## src/rtl/lcv_pkg.sv

```systemverilog
package lcv_pkg;
  localparam int STG_W = 2;

  typedef enum logic [STG_W-1:0] {
    STG_MAKER   = 2'd0,
    STG_INTEG   = 2'd1,
    STG_FIELD   = 2'd2,
    STG_RETURN  = 2'd3
  } stage_e;

  function automatic logic stage_is_later(input stage_e cur, input stage_e tgt);
    return tgt > cur;
  endfunction
endpackage

```

## src/rtl/lcv_stage_fsm.sv

```systemverilog
module lcv_stage_fsm
  import lcv_pkg::*;
(
  input  logic             clk,
  input  logic             rst,
  input  logic [STG_W-1:0] load_stage,
  input  logic             req,
  input  logic [STG_W-1:0] target,
  output stage_e           stage_q,
  output logic             ack_q,
  output logic             nak_q
);
  logic fwd;
  logic live_q;

  always_comb fwd = stage_is_later(stage_q, stage_e'(target));

  always_ff @(posedge clk) begin
    if (rst) begin
      stage_q <= stage_e'(load_stage);
      ack_q   <= 1'b0;
      nak_q   <= 1'b0;
      live_q  <= 1'b0;
    end else begin
      live_q <= 1'b1;
      ack_q  <= 1'b0;
      nak_q  <= 1'b0;
      if (req) begin
        if (fwd) begin
          stage_q <= stage_e'(target);
          ack_q   <= 1'b1;
        end else begin
          nak_q   <= 1'b1;
        end
      end
    end
  end


  stage_mono_chk: assert property (@(posedge clk) disable iff (rst)
    live_q |-> stage_q >= $past(stage_q));

  stage_nak_hold_chk: assert property (@(posedge clk) disable iff (rst)
    (live_q && nak_q) |-> stage_q == $past(stage_q));

  stage_ack_move_chk: assert property (@(posedge clk) disable iff (rst)
    (live_q && ack_q) |-> stage_q > $past(stage_q));

  stage_flag_excl_chk: assert property (@(posedge clk) disable iff (rst)
    $onehot0({ack_q, nak_q}));
endmodule

```

## src/rtl/lcv_ver_ctr.sv

```systemverilog
module lcv_ver_ctr #(
  parameter int VER_W = 8
) (
  input  logic             clk,
  input  logic             rst,
  input  logic [VER_W-1:0] load_ver,
  input  logic             req,
  input  logic             step,
  input  logic [VER_W-1:0] new_val,
  output logic [VER_W-1:0] ver_q,
  output logic             ack_q,
  output logic             nak_q
);
  localparam logic [VER_W-1:0] VER_MAX = {VER_W{1'b1}};

  logic             at_max;
  logic             grant;
  logic [VER_W-1:0] next_val;
  logic             live_q;

  always_comb begin
    at_max = (ver_q == VER_MAX);
    if (step) begin
      grant    = !at_max;
      next_val = ver_q + VER_W'(1);
    end else begin
      grant    = new_val > ver_q;
      next_val = new_val;
    end
  end

  always_ff @(posedge clk) begin
    if (rst) begin
      ver_q  <= load_ver;
      ack_q  <= 1'b0;
      nak_q  <= 1'b0;
      live_q <= 1'b0;
    end else begin
      live_q <= 1'b1;
      ack_q  <= 1'b0;
      nak_q  <= 1'b0;
      if (req) begin
        if (grant) begin
          ver_q <= next_val;
          ack_q <= 1'b1;
        end else begin
          nak_q <= 1'b1;
        end
      end
    end
  end


  ver_mono_chk: assert property (@(posedge clk) disable iff (rst)
    live_q |-> ver_q >= $past(ver_q));

  ver_ack_rise_chk: assert property (@(posedge clk) disable iff (rst)
    (live_q && ack_q) |-> ver_q > $past(ver_q));

  ver_sat_hold_chk: assert property (@(posedge clk) disable iff (rst)
    (live_q && $past(ver_q) == VER_MAX) |-> ver_q == VER_MAX);

  ver_flag_excl_chk: assert property (@(posedge clk) disable iff (rst)
    $onehot0({ack_q, nak_q}));
endmodule

```

## src/rtl/lcv_rollback_chk.sv

```systemverilog
module lcv_rollback_chk #(
  parameter int VER_W = 8
) (
  input  logic             clk,
  input  logic             rst,
  input  logic             valid,
  input  logic [VER_W-1:0] cand,
  input  logic [VER_W-1:0] floor_ver,
  output logic             ok_q,
  output logic             rb_q
);
  logic older;
  logic live_q;

  always_comb older = cand < floor_ver;

  always_ff @(posedge clk) begin
    if (rst) begin
      ok_q   <= 1'b0;
      rb_q   <= 1'b0;
      live_q <= 1'b0;
    end else begin
      live_q <= 1'b1;
      ok_q   <= valid && !older;
      rb_q   <= valid && older;
    end
  end


  verdict_excl_chk: assert property (@(posedge clk) disable iff (rst)
    $onehot0({ok_q, rb_q}));

  verdict_needs_req_chk: assert property (@(posedge clk) disable iff (rst)
    (live_q && (ok_q || rb_q)) |-> $past(valid));
endmodule

```

## src/rtl/lcv_guard.sv

```systemverilog
module lcv_guard #(
  parameter int VER_W = 8
) (
  input  logic             clk,
  input  logic             rst,
  input  logic [1:0]       load_stage_i,
  input  logic [VER_W-1:0] load_ver_i,
  input  logic             stg_req_i,
  input  logic [1:0]       stg_target_i,
  input  logic             ver_req_i,
  input  logic             ver_mode_i,
  input  logic [VER_W-1:0] ver_new_i,
  input  logic             cand_valid_i,
  input  logic [VER_W-1:0] cand_ver_i,
  output logic [1:0]       stage_o,
  output logic [VER_W-1:0] ver_o,
  output logic             stg_ack_o,
  output logic             stg_nak_o,
  output logic             ver_ack_o,
  output logic             ver_nak_o,
  output logic             cand_ok_o,
  output logic             rollback_o
);
  import lcv_pkg::*;

  stage_e           stage_w;
  logic [VER_W-1:0] ver_w;

  lcv_stage_fsm u_stage (
    .clk        (clk),
    .rst        (rst),
    .load_stage (load_stage_i),
    .req        (stg_req_i),
    .target     (stg_target_i),
    .stage_q    (stage_w),
    .ack_q      (stg_ack_o),
    .nak_q      (stg_nak_o)
  );

  lcv_ver_ctr #(.VER_W(VER_W)) u_ver (
    .clk      (clk),
    .rst      (rst),
    .load_ver (load_ver_i),
    .req      (ver_req_i),
    .step     (ver_mode_i),
    .new_val  (ver_new_i),
    .ver_q    (ver_w),
    .ack_q    (ver_ack_o),
    .nak_q    (ver_nak_o)
  );

  lcv_rollback_chk #(.VER_W(VER_W)) u_rb (
    .clk       (clk),
    .rst       (rst),
    .valid     (cand_valid_i),
    .cand      (cand_ver_i),
    .floor_ver (ver_w),
    .ok_q      (cand_ok_o),
    .rb_q      (rollback_o)
  );

  assign stage_o = stage_w;
  assign ver_o   = ver_w;
endmodule

```

## config.mk

```make
export PLATFORM = sky130hd
export DESIGN_NAME = lcv_guard
export DESIGN_NICKNAME = d
export VERILOG_FILES = /design/src/rtl/lcv_pkg.sv /design/src/rtl/lcv_stage_fsm.sv /design/src/rtl/lcv_ver_ctr.sv /design/src/rtl/lcv_rollback_chk.sv /design/src/rtl/lcv_guard.sv
export SDC_FILE = /design/constraint.sdc
export NUM_CORES = 1
export LEC_CHECK = 0
export BUFFER_PORTS_ARGS = -buffer_cell sky130_fd_sc_hd__buf_2
export CAP_MARGIN = 20
export CORE_AREA = 2 2 55 57
export CTS_CLUSTER_DIAMETER = 30
export DETAILED_ROUTE_END_ITERATION = 10
export DIE_AREA = 0 0 57 59
export GPL_ROUTABILITY_DRIVEN = 0
export HOLD_SLACK_MARGIN = 0.06
export PLACE_DENSITY = 0.78
export SYNTH_ARGS = -nofsm -noshare
export SYNTH_HDL_FRONTEND = slang
export SYNTH_SLANG_ARGS = --single-unit
```

## constraint.sdc

```tcl
create_clock -name clk -period 2.6 [get_ports clk]
set_clock_uncertainty 0.2 [all_clocks]
set_input_delay 0.52 -clock clk [delete_from_list [all_inputs] [get_ports clk]]
set_output_delay 0.52 -clock clk [all_outputs]
set_load 0.1 [all_outputs]
```

# Yosys cells after proc, flatten, opt, wreduce, memory -nomap -nowiden
# Cells that the tools add are included.
# totals
in_bits	34
wordCells	39
reg_bits	16
out_inout_bits	16
# op_classes
magnitude_cmp	3
eq_ne	1
bitwise_logic	2
reduce_logical	12
mux	12
add_sub_neg	1
# ops
operator	n
8-bit two-way mux	4
8-bit by 1-bit adder with 8-bit output, second input constant	1
8-bit == test, second input constant	1
8-bit greater-than comparator	1
8-bit < comparator	1
2-bit nonzero test	4
2-bit two-way mux	3
1-bit two-way mux	5
2-bit AND reduction	2
2-bit OR reduction	2
2-bit greater-than comparator	1
1-bit logical AND	2
1-bit zero test	2
1-bit NOT	2

# Depth between registers and ports, before layout
# depth
ltp_word	6
mapped_depth	7
mapped_depth_nobuf	7

# Hierarchy
# From an unflattened synthesis, not the netlist that was laid out.
# unflattened
hier_cells	133
area_unflattened_um2	1277.5
# by_module_without_submodules
module	area_per_inst_um2	n_inst	cells_each	seq_area_each_um2
lcv_ver_ctr	809.5	1	88	280.3
lcv_rollback_chk	262.8	1	29	40.0
lcv_stage_fsm	205.2	1	16	100.1

# Least setup slack after synthesis
# Ideal clock, no wire load.
# synth_path
path_kind	flip-flop to flip-flop
start	reg u_ver.ver_q[6]
end	reg u_ver.ver_q[0], enable pin
synth_period_minus_slack_ns	2.741
slack_ns	-0.141
t_arrival_ns	2.210
path_stages_with_launch	7
path_buffers	0
path_cell_list	edfxtp_1 -> inv_1 -> ha_1 -> nand4_1 -> a21o_1 -> nand3_1 -> a31o_1
# synth_between
elab_chain_len	5
word_cells_on_any_way	6
# synth_lines
item	line_no	text
start: declaration	lcv_ver_ctr.sv:10	output logic [VER_W-1:0] ver_q,
start signal: assignment	lcv_ver_ctr.sv:34	ver_q <= load_ver;
start signal: assignment	lcv_ver_ctr.sv:44	ver_q <= next_val;
parallel branches: the longest is 2 deep, another holds 8-bit greater-than comparator	--	
1-bit two-way mux (*)	lcv_ver_ctr.sv:23	if (step) begin
2-bit nonzero test (no line) (*)	--	
2-bit AND reduction (no line) (*)	--	
# Mark *: on every way between the ends.
# A chain may end at the register's enable or synchronous reset.

# Final worst setup path
# layout_path
start	reg u_ver.ver_q[1]
end	reg u_ver.ver_q[6], enable pin
# Same word-level chain as after synthesis.

==> reports/summary.txt <==
Die height - 59 um
Vias in the first global route - 1,107
Final-report setup violation count - 0
Top post-synthesis cells by area - edfxtp_1 (25%), ha_1 (19%), dfxtp_1 (9.9%), o21ai_0 (4.5%), a21o_1 (4.3%)
Clk buf depth - 2
Period minus WS final - 2.08 ns
Cell Pwr Density - 577 mW/mm^2
DP Worst Slack - 0.354 ns
Number of H-tree levels - 1
Area leader, netlist - edfxtp_1
WP data required - 2.44 ns
Post-DP Area - 0.00150 sq mm
Worst Setup Start Kind - flip-flop
First-pass GRT wire length - 4690 um
Share of cells above drive strength 1 - 35.4%
Final slew viol count - 0
CP max FO - 8
Syn Std Cell Area - 0.00122 sq mm
Post-synth net total - 178
Critical path type - flip-flop to flip-flop
Outcome - finished clean
Total GRT Usage - 17.9%
Grt ovf - 0
Peak VDD IR - 367 uV
Antenna violations before repair - 0
# rows - 19
Worst path arrival time - 1.91 ns
Via count - 1,083
Fin nets - 228
Antenna diodes - 0
YS warnings - 0
First-pass DRT Iterations - 4
Sequential area share after synthesis - 34.6%
Final core occ - 56.6%
Peak Freq - 482 MHz
Count of cell types in the netlist - 31
Core Region - 0.00271 sq mm
Final worst slack - 0.523 ns
Chip width - 57 um
Hold-fix buffers, CTS - 0
Synth Register Bits - 16
DRC - 0
Hold WC Path Type - input pin to flip-flop
Commonest non-fill, non-tap cell in the layout - buf_2
Post-route ant nets - 0
Hold Fails Final Rpt - 0
Reg area - 420 sq um
Commonest non-fill, non-tap cells in the layout - buf_2 (49), ha_1 (18), nand2_1 (12)
Slew headroom - 67.5%
Reg2Reg Depth - 7
Latest clock arrival within the worst-skew pair - 0.27 ns
Avg Vias per Cell - 5.26
Iter 0 DRT Violations - 25
Yosys top cell area share - 24.7%
Clock transition at path regs - 0.09 ns
Synthesis-to-layout area growth - 26.1%
Total setup buffers inserted after CTS - 0
Die area - 0.00336 sq mm
CTS tree - built
Leak - 0.770 nW
Slew @ Worst Pin - 0.491 ns
Mapped Avg Cell Area - 9.65 sq um
Unrepaired setup endpoints after global routing - false
Initial Util - 44.9%
Hold WS - 0.294 ns
Overall Power - 886 uW
WHS Path Cells - 2
Largest net degree at the start of global routing - 28
Dpl hpwl - 2340 um
Clk sink count - 16
PortBufs - 49
DR WL/cell - 13.4 um
Max-Cap Viols - 0
Filler cells - 256
Period utilization - 79.9%
Multi-input gate area - 748 sq um
TritonCTS buffer count - 3
Root Buffer - clkbuf_4
Post-Syn Instances - 126
Fin area - 0.00153 sq mm
Final wirelength - 2760 um
PostCTS Resize Cnt - 0
Ports - 50
Crit end category - flip-flop
-- logic make-up after synthesis --
| logic type | Yosys count | synth area share (%) |
|---|---|---|
| AOI/OAI and AO/OA | 33 | 18.0 |
| xor gates and xnor gates | 6 | 4.32 |
| adders and majority gates | 18 | 18.5 |
| buffers and inverters | 16 | 5.04 |
| DFF | 16 | 34.6 |
| muxes | 4 | 3.50 |
| and+or+nand+nor | 33 | 16.1 |
-- where the power goes --
part / internal [mW] / switching, mW
Clock: 0.0851 / 0.0724
Sequential: 0.300 / 0.0228
Combinational: 0.113 / 0.292
-- cell type report --
| class | count | area share [%] |
|---|---|---|
| Clock buffer | 4 | 2.37 |
| Inverter | 12 | 2.94 |
| Multi-Input combinational cell | 94 | 48.8 |
| Sequential cell | 16 | 27.4 |
| Tap cell | 31 | 2.53 |
| Timing Repair Buffer | 49 | 16.0 |
-- worst max-delay path, cell delays in order (launching register included) --
cell and delay, ns:
edfxtp_1 0.43, inv_1 0.10, ha_1 0.25, nor2b_1 0.14
o211ai_1 0.15, a21o_1 0.18, nand3_2 0.10, a31o_4 0.29
-- metal layers --
| metal | wire [um] | GRT usage, % |
|---|---|---|
| met3 | 260 | 3.49 |
| met1 | 1200 | 21.5 |
| met2 | 1280 | 32.7 |
| met4 | 14 | 4.98 |
| met5 | 0 | 0 |
-- path summary, 6_finish.rpt --
| kind | slack, ns | end | startpoint |
|---|---|---|---|
| worst max-delay path | 0.52 | u_ver.ver_q[6] | u_ver.ver_q[1] |
| worst min-delay path | 0.29 | u_rb.rb_q | cand_valid_i |
| worst max register to register | 0.52 | u_ver.ver_q[6] | u_ver.ver_q[1] |
| worst min register to register | 0.59 | u_stage.nak_q | u_stage.stage_q[0] |
-- cell usage after synthesis --
master / instances
mux2_2: 2
and3b_1: 2
nor4bb_1: 1
dfxtp_1: 6
edfxtp_1: 10
o21bai_1: 1
nand3_1: 4
and3_1: 1
mux2i_1: 2
nand2b_1: 1
nor3b_1: 2
nand4_1: 3
a21o_1: 7
clkbuf_1: 3
a21oi_1: 7
a211oi_1: 3
buf_2: 1
o31a_1: 1
a31o_1: 1
nor2_1: 3
nand2_1: 12
inv_1: 12
ha_1: 18
xnor2_1: 6
nor2b_1: 1
and3_4: 1
o211ai_1: 1
nand3_4: 1
and4b_1: 1
o21ai_0: 11
o31ai_4: 1
-- stage by stage --
| stage | instances | setup TNS [ns] |
|---|---|---|
| after floorplan | 126 | -0.238 |
| after global placement | 202 | 0 |
| after detailed placement | 202 | 0 |
| after CTS | 206 | 0 |
| after global routing | 206 | 0 |
| final | 206 | 0 |
-- sequential cells by signal, summed over array words and instances, names as in the netlist --
signal,count
u_stage.nak_q,1
u_rb.rb_q,1
u_ver.ack_q,1
u_ver.nak_q,1
u_stage.ack_q,1
u_rb.ok_q,1
u_stage.stage_q,2
u_ver.ver_q,8
Note: power is estimated with default switching activity, not from simulation.
